--- config.mk ---
export PLATFORM = sky130hd
export DESIGN_NAME = deadtime_monitor
export DESIGN_NICKNAME = d
export VERILOG_FILES = /design/src/rtl/dtm_pkg.sv /design/src/rtl/dtm_run_fsm.sv /design/src/rtl/dtm_part_counters.sv /design/src/rtl/dtm_global_counters.sv /design/src/rtl/deadtime_monitor.sv
export SDC_FILE = /design/constraint.sdc
export NUM_CORES = 2
export LEC_CHECK = 0
export BUFFER_PORTS_ARGS = -buffer_cell sky130_fd_sc_hd__buf_2
export CAP_MARGIN = 5
export CELL_PAD_IN_SITES_DETAIL_PLACEMENT = 1
export CELL_PAD_IN_SITES_GLOBAL_PLACEMENT = 2
export CORE_MARGIN = 2
export CORE_UTILIZATION = 42
export DETAILED_ROUTE_END_ITERATION = 16
export PLACE_DENSITY_LB_ADDON = 0.1
export SLEW_MARGIN = 20
export SYNTH_ARGS = -nofsm -noshare
export SYNTH_HDL_FRONTEND = slang
export SYNTH_SLANG_ARGS = --single-unit
--- constraint.sdc ---
create_clock -name clk -period 2.7 [get_ports clk]
set_input_delay 0.405 -clock clk [delete_from_list [all_inputs] [get_ports clk]]
set_output_delay 0.405 -clock clk [all_outputs]
set_load 0.005 [all_outputs]
--- src/rtl/dtm_pkg.sv ---
package dtm_pkg;
    typedef enum logic {
        ST_IDLE = 1'b0,
        ST_RUN  = 1'b1
    } run_state_t;

    localparam int NUM_CAUSE    = 4;
    localparam int SEL_W        = 4;
    localparam int IDX_DEAD_ALL = 0;
    localparam int IDX_DEAD_ACT = 1;
    localparam int IDX_LOST     = 2;
    localparam int IDX_DELIV    = 3;
    localparam int IDX_ORBIT    = 4;
    localparam int IDX_CAUSE0   = 5;
    localparam int IDX_MISSING  = IDX_CAUSE0 + NUM_CAUSE;
    localparam int IDX_EVENT    = IDX_MISSING + 1;
endpackage

--- src/rtl/dtm_run_fsm.sv ---
module dtm_run_fsm
    import dtm_pkg::*;
(
    input  logic clk,
    input  logic rst_n,
    input  logic run_start,
    input  logic run_stop,
    output logic running,
    output logic count_en,
    output logic clear
);
    run_state_t state, state_nx;

    always_ff @(posedge clk or negedge rst_n) begin
        if (!rst_n) state <= ST_IDLE;
        else        state <= state_nx;
    end

    always_comb begin
        state_nx = state;
        unique case (state)
            ST_IDLE: if (run_start) state_nx = ST_RUN;
            ST_RUN:  if (!run_start && run_stop) state_nx = ST_IDLE;
            default: state_nx = ST_IDLE;
        endcase
    end

    always_comb begin
        running  = 1'b0;
        count_en = 1'b0;
        unique case (state)
            ST_IDLE: running = 1'b0;
            ST_RUN: begin
                running  = 1'b1;
                count_en = !run_start && !run_stop;
            end
            default: running = 1'b0;
        endcase
        clear = run_start;
    end

    assert_start_enters_run_R2: assert property (@(posedge clk) disable iff (!rst_n)
        run_start |=> running);
    assert_stop_leaves_run_R2: assert property (@(posedge clk) disable iff (!rst_n)
        (run_stop && !run_start) |=> !running);
    assert_no_count_in_idle_R3: assert property (@(posedge clk) disable iff (!rst_n)
        !running |-> !count_en);
endmodule

--- src/rtl/dtm_part_counters.sv ---
module dtm_part_counters #(
    parameter int CW = 32
) (
    input  logic          clk,
    input  logic          rst_n,
    input  logic          clear,
    input  logic          count_en,
    input  logic          inhibit,
    input  logic          trig_req,
    input  logic          active_bx,
    output logic [CW-1:0] dead_all,
    output logic [CW-1:0] dead_act,
    output logic [CW-1:0] lost,
    output logic [CW-1:0] deliv
);
    localparam int NC = 4;
    logic [NC-1:0] hit;
    logic [CW-1:0] cnt [NC];

    always_comb hit = {trig_req & ~inhibit, inhibit & trig_req, inhibit & active_bx, inhibit};

    for (genvar i = 0; i < NC; i++) begin : g_cnt
        logic [CW-1:0] c;
        always_ff @(posedge clk or negedge rst_n) begin
            if (!rst_n)                 c <= '0;
            else if (clear)             c <= '0;
            else if (count_en && hit[i]) c <= c + 1'b1;
        end
        assign cnt[i] = c;
    end

    assign dead_all = cnt[0];
    assign dead_act = cnt[1];
    assign lost     = cnt[2];
    assign deliv    = cnt[3];

    assert_clear_zeroes_R3: assert property (@(posedge clk) disable iff (!rst_n)
        clear |=> (dead_all == '0 && dead_act == '0 && lost == '0 && deliv == '0));
    assert_open_crossing_no_dead_R5: assert property (@(posedge clk) disable iff (!rst_n)
        (count_en && !inhibit) |=> ($stable(dead_all) && $stable(dead_act) && $stable(lost)));
    assert_lost_excludes_deliv_R7: assert property (@(posedge clk) disable iff (!rst_n)
        count_en |=> !(!$stable(lost) && !$stable(deliv)));
endmodule

--- src/rtl/dtm_global_counters.sv ---
module dtm_global_counters
    import dtm_pkg::*;
#(
    parameter int CW    = 32,
    parameter int NPART = 8
) (
    input  logic                 clk,
    input  logic                 rst_n,
    input  logic                 clear,
    input  logic                 count_en,
    input  logic                 active_bx,
    input  logic                 orbit_mark,
    input  logic [NUM_CAUSE-1:0] cause_flags,
    input  logic [NPART-1:0]     deliv_vec,
    output logic [CW-1:0]        cause_cnt [NUM_CAUSE],
    output logic [CW-1:0]        missing,
    output logic [CW-1:0]        event_num,
    output logic [CW-1:0]        orbit_num
);
    localparam int SW = $clog2(NPART + 1);
    logic [SW-1:0] n_deliv;

    always_comb begin
        n_deliv = '0;
        for (int i = 0; i < NPART; i++) n_deliv = n_deliv + SW'(deliv_vec[i]);
    end

    for (genvar k = 0; k < NUM_CAUSE; k++) begin : g_cause
        logic [CW-1:0] c;
        always_ff @(posedge clk or negedge rst_n) begin
            if (!rst_n)                                    c <= '0;
            else if (clear)                                c <= '0;
            else if (count_en && active_bx && cause_flags[k]) c <= c + 1'b1;
        end
        assign cause_cnt[k] = c;
    end

    always_ff @(posedge clk or negedge rst_n) begin
        if (!rst_n) begin
            missing   <= '0;
            event_num <= '0;
            orbit_num <= '0;
        end else if (clear) begin
            missing   <= '0;
            event_num <= '0;
            orbit_num <= '0;
        end else if (count_en) begin
            if (!active_bx) missing   <= missing + 1'b1;
            if (orbit_mark) orbit_num <= orbit_num + 1'b1;
            event_num <= event_num + CW'(n_deliv);
        end
    end

    assert_event_step_bounded_R10: assert property (@(posedge clk) disable iff (!rst_n)
        count_en |=> ((event_num - $past(event_num)) <= CW'(NPART)));
    assert_hold_when_idle_R3: assert property (@(posedge clk) disable iff (!rst_n)
        (!count_en && !clear) |=> ($stable(event_num) && $stable(orbit_num) && $stable(missing)));
endmodule

--- src/rtl/deadtime_monitor.sv ---
module deadtime_monitor
    import dtm_pkg::*;
#(
    parameter int CW    = 32,
    parameter int NPART = 8,
    parameter int PW    = (NPART > 1) ? $clog2(NPART) : 1
) (
    input  logic                 clk,
    input  logic                 rst_n,
    input  logic                 run_start,
    input  logic                 run_stop,
    input  logic                 orbit_mark,
    input  logic                 active_bx,
    input  logic [NPART-1:0]     inhibit,
    input  logic [NPART-1:0]     trig_req,
    input  logic [NUM_CAUSE-1:0] cause_flags,
    input  logic [PW-1:0]        rd_part,
    input  logic [SEL_W-1:0]     rd_sel,
    output logic [CW-1:0]        rd_data,
    output logic                 running_gate,
    output logic                 live_gate
);
    logic running, count_en, clear;
    logic [CW-1:0] p_all [NPART];
    logic [CW-1:0] p_act [NPART];
    logic [CW-1:0] p_lost [NPART];
    logic [CW-1:0] p_deliv [NPART];
    logic [CW-1:0] cause_cnt [NUM_CAUSE];
    logic [CW-1:0] missing, event_num, orbit_num;
    logic [CW-1:0] sel_val;
    logic [NPART-1:0] deliv_vec;

    dtm_run_fsm u_fsm (
        .clk(clk), .rst_n(rst_n), .run_start(run_start), .run_stop(run_stop),
        .running(running), .count_en(count_en), .clear(clear)
    );

    for (genvar p = 0; p < NPART; p++) begin : g_part
        dtm_part_counters #(.CW(CW)) u_pc (
            .clk(clk), .rst_n(rst_n), .clear(clear), .count_en(count_en),
            .inhibit(inhibit[p]), .trig_req(trig_req[p]), .active_bx(active_bx),
            .dead_all(p_all[p]), .dead_act(p_act[p]), .lost(p_lost[p]), .deliv(p_deliv[p])
        );
    end

    assign deliv_vec = trig_req & ~inhibit;

    dtm_global_counters #(.CW(CW), .NPART(NPART)) u_glb (
        .clk(clk), .rst_n(rst_n), .clear(clear), .count_en(count_en),
        .active_bx(active_bx), .orbit_mark(orbit_mark), .cause_flags(cause_flags),
        .deliv_vec(deliv_vec), .cause_cnt(cause_cnt), .missing(missing),
        .event_num(event_num), .orbit_num(orbit_num)
    );

    always_comb begin
        sel_val = '0;
        if (int'(rd_part) < NPART) begin
            if (int'(rd_sel) == IDX_DEAD_ALL)      sel_val = p_all[rd_part];
            else if (int'(rd_sel) == IDX_DEAD_ACT) sel_val = p_act[rd_part];
            else if (int'(rd_sel) == IDX_LOST)     sel_val = p_lost[rd_part];
            else if (int'(rd_sel) == IDX_DELIV)    sel_val = p_deliv[rd_part];
            else if (int'(rd_sel) == IDX_ORBIT)    sel_val = orbit_num;
            else if (rd_part == '0) begin
                if (int'(rd_sel) >= IDX_CAUSE0 && int'(rd_sel) < IDX_MISSING)
                    sel_val = cause_cnt[int'(rd_sel) - IDX_CAUSE0];
                else if (int'(rd_sel) == IDX_MISSING) sel_val = missing;
                else if (int'(rd_sel) == IDX_EVENT)   sel_val = event_num;
            end
        end
    end

    always_ff @(posedge clk or negedge rst_n) begin
        if (!rst_n) begin
            rd_data      <= '0;
            running_gate <= 1'b0;
            live_gate    <= 1'b0;
        end else begin
            rd_data      <= sel_val;
            running_gate <= running_nx();
            live_gate    <= !(|inhibit || |cause_flags);
        end
    end

    function automatic logic running_nx();
        if (run_start)     return 1'b1;
        else if (run_stop) return 1'b0;
        else               return running;
    endfunction

    assert_gate_tracks_fsm_R2: assert property (@(posedge clk) disable iff (!rst_n)
        running_gate == running);
    assert_live_low_when_dead_R12: assert property (@(posedge clk) disable iff (!rst_n)
        (|inhibit || |cause_flags) |=> !live_gate);
    assert_unused_index_zero_R11: assert property (@(posedge clk) disable iff (!rst_n)
        (int'(rd_sel) > IDX_EVENT) |=> (rd_data == '0));
endmodule

==> results.yml <==
run_status:
  status: "finished with violations"
  failed_checks: "negative setup slack"
global_routing:
  grt_first_pass_wirelength_um: 428900
  grt_max_degree: 127
  grt_pass1_vias: 65580
  grtUsageMet3_pct: 4.073
  grt_overflow_total: 0
  grtUsageMet1_pct: 42.03
  gr-usage-met2_pct: 50.37
  antenna_found_initial: 11
  grt.total_usage_pct: 31.39
  busiest_layer: "met2"
floorplan:
  ios: 67
  rows: 153
  start_util_pct: 42.35
  core-area_um2: 174400
  die_h_um: 423.4
  die_w_um: 423.4
  die_area_um2: 179200
timing:
  grt_setup_unrepaired: "true"
  worst_slew_pin_slew_ns: 1.006
  timing.final.hold_violations: 0
  fin_ws_ns: -1.015
  max_slew_margin_pct: 32.96
  slew_viol_final: 0
  post-route-period-util_pct: 137.6
  fmax_mhz: 269.2
  finalCriticalPeriod_ns: 3.715
  fin_skew_ns: 0.03233
  setup-violations-final: 31
clock_tree:
  h-tree-depth: 4
  clockBufferDepth: 3
  cts_tree: "done"
  cts_buffers: 155
  clk_pin_slew_ns: 0.06
  clk_latency_ns: 0.82
  cts.sinks: 1283
  root_buffer: "clkbuf_16"
setup_path:
  regToRegSetupSlack_ns: 0.09
  critPathLaunchType: "primary input"
  worstSetupPathType: "in2reg"
  required_ns: 3.45
  crit_path_top_delay_cell: "fa_1"
  path_cells: "buf_6 > nor2b_4 > ha_4 > inv_2 > fa_1 > fa_1 > inv_2 > fa_2 > inv_2 > fa_2 > fa_2 > nor2b_4 > o21a_1 > o211ai_1 > buf_4 > or4_4 > nand2_2"
  crit_buf_inv: 5
  worstPathMaxFanout: 7
  cp-end-kind: "flop"
  crit_family: "adder cells"
  arrival_ns: 4.47
  max_stage_delay_ns: 0.53
yosys:
  seq_area_frac_synth_pct: 43.47
  syn_area_um2: 73860
  syn_inst: 7525
  synth_edf_count: 0
  syn_area_per_cell_um2: 9.816
  syn-num-nets: 7612
  synth_cell_types: 71
  yosysWarningCount: 0
  ys.flop_type: "dfrtp_1"
  ys_ff_latch: 1283
  synthArstFlopShare_pct: 100.0
placement:
  routabilityCongestion: 0.9423
  pre_cts_ws_ns: -2.158
  place_inst: 10120
  port-buffer-count: 66
  dp_hpwl_um: 212500
hold_path:
  hold_path.class: "in2reg"
cells_and_area:
  areaGrowthSynthToFinish_pct: 17.45
  fill_cells: 19240
  nets: 8059
  seq_area_um2: 32110
  multiInputGateArea_um2: 39950
  layout.cells.non_filler: 10430
  layout-drive-gt1-share_pct: 16.94
power_and_ir_drop:
  leakage_nw: 35.71
  powerDensity_nw_per_um2: 500.4
  finalPower_mw: 43.42
  vdd_drop_max_v: 0.0006391
drt:
  first_iter_violations: 5053
  num_vias: 63970
  routedWlPerCell_um: 26.99
  ant_nets: 0
  drt_first_pass_iters: 6
  vias_per_cell: 6.135
  drt-total-wl_um: 281400
  drc: 0
run:
  drv_cap: 0
cells in the mapped netlist (7+ instances only):
master        n  area, um^2
dfrtp_1    1283       32110
nor2_1      864        3243
nand2_1     668        2507
nand3_1     477        2387
xor2_1      369        3232
nand4_1     357        2233
xnor2_1     338        2960
clkbuf_1    315        1182
mux4_2      288        6486
a21oi_1     283        1416
mux2i_1     269        2693
o21ai_0     217        1086
nor4_1      180        1126
or3_1       176        1101
inv_1       165       619.3
and3_1      155       969.7
nor3_1      142       710.7
and4_1      140        1226
or4_1        82       615.6
o211ai_1     73       548.0
o31ai_1      67       503.0
and2_1       61       381.6
buf_1        61       229.0
ha_1         49       613.1
mux2_2       32       360.4
nor2b_1      31       193.9
a22o_1       29       254.0
a22oi_1      28       210.2
or2_2        28       175.2
buf_2        26       130.1
o311ai_0     26       227.7
o41ai_1      26       227.7
a21o_1       25       187.7
o22ai_1      23       143.9
a211oi_1     12       90.09
a31o_2       12       105.1
o2111ai_1    12       105.1
nand4b_1     11       96.34
nor4b_1      11       96.34
nor3b_1      10       75.07
a221o_1       9       90.09
and4b_1       8       80.08
nand2b_1      7       43.79
cell type report:
cell class | instances | share of cell area, %
Sequential cell | 1283 | 37.01
Antenna cell | 7 | 0.02019
Clock inverter | 41 | 0.5004
Tap cell | 2325 | 3.353
Timing Repair Buffer | 693 | 6.956
Multi-Input combinational cell | 5674 | 46.05
Clock buffer | 238 | 5.385
Inverter | 165 | 0.7283
per-stage QoR:
stage | instance area [um^2] | hold slack [ns] | TNS (ns) | utilization [%]
floorplan | 73960 | 0.1094 | -41.42 | -
global placement | 81210 | 0.3867 | -58.29 | 46.56
detailed placement | 81210 | 0.3868 | -61.77 | 46.56
CTS | 86660 | 0.05149 | -23.00 | 49.69
global route | 86750 | 0.08878 | -27.79 | 49.74
finish | 86760 | 0.1131 | -25.84 | 49.75
cell families (layout without fill, tap and decap cells):
group / count (synthesis) / after routing / share of synthesized area, %
other: 0 / 7 / 0
muxes: 589 / 589 / 12.91
adders and majority gates: 54 / 54 / 0.9655
DFF: 1283 / 1283 / 43.47
and+or+nand+nor: 3444 / 3444 / 23.85
xor gates and xnor gates: 707 / 707 / 8.383
AOI/OAI and AO/OA: 880 / 880 / 7.484
buffers and inverters: 568 / 1137 / 2.936
placed cells by master (no fill, tap or decap), drive strengths merged, types with 83 or more instances in the layout:
cell type,instances
nor2,864
dfrtp,1283
and3,155
buf,686
nor4,181
xnor2,338
or3,176
mux2i,269
o21ai,219
and4,140
or4,83
nand2,668
mux4,288
nor3,147
clkbuf,238
nand4,357
a21oi,283
nand3,477
xor2,369
inv,170
layer usage:
layer	wire, um	share of wire, %	vias to the layer above
met3	12500	4.4	470
met5	23	0.0082	-
met4	15110	5.4	4
met1	121400	43	33490
met2	132300	47	1519
li1	-	-	28480
state kept, by name (all words and copies together) (netlist names):
| signal | count |
|---|---|
| running_gate | 1 |
| u_glb.event_num | 32 |
| u_glb.missing | 32 |
| live_gate | 1 |
| rd_data | 32 |
| g_part.u_pc.lost | 256 |
| u_glb.orbit_num | 32 |
| g_part.u_pc.deliv | 256 |
| g_part.u_pc.dead_act | 256 |
| g_part.u_pc.dead_all | 256 |
| u_glb.g_cause.c | 128 |
| u_fsm.state | 1 |
worst reg2reg max path: stages (launching register included):
cell and delay (ns):
dfrtp_2 0.45, or3b_4 0.48, buf_4 0.17, or4_1 0.70, nor3_1 0.27, buf_4 0.19
nand4_1 0.11, mux2i_1 0.13
final timing paths:
kind / to / depth (start not counted) / start
max: u_glb.event_num[26] / 17 / trig_req[1]
min: g_part[6].u_pc.dead_act[1] / 4 / inhibit[6]
max reg2reg: g_part[5].u_pc.dead_all[31] / 7 / u_fsm.state
min reg2reg: g_part[5].u_pc.lost[31] / 1 / g_part[5].u_pc.lost[31]
max in group asynchronous: g_part[6].u_pc.dead_all[11] / 4 / rst_n
min in group asynchronous: g_part[0].u_pc.deliv[25] / 2 / rst_n
power by group:
part	switching, mW	total (mW)	internal [mW]
clock	9.01	21.3	12.3
combinational	1.79	2.70	0.910
sequential	0.109	19.4	19.3
total	10.9	43.4	32.5
timing repair:
action | in CTS | in global routing
endpoints found under the setup margin | 35 | 46
cloned | 2 | 0
pin swaps | 21 | 14
endpoints found under the hold margin | 207 | 0
resized for setup | 45 | 24
hold buffers | 7 | 0
buffers inserted | 5 | 6
Power figures use the tool's default switching activity.
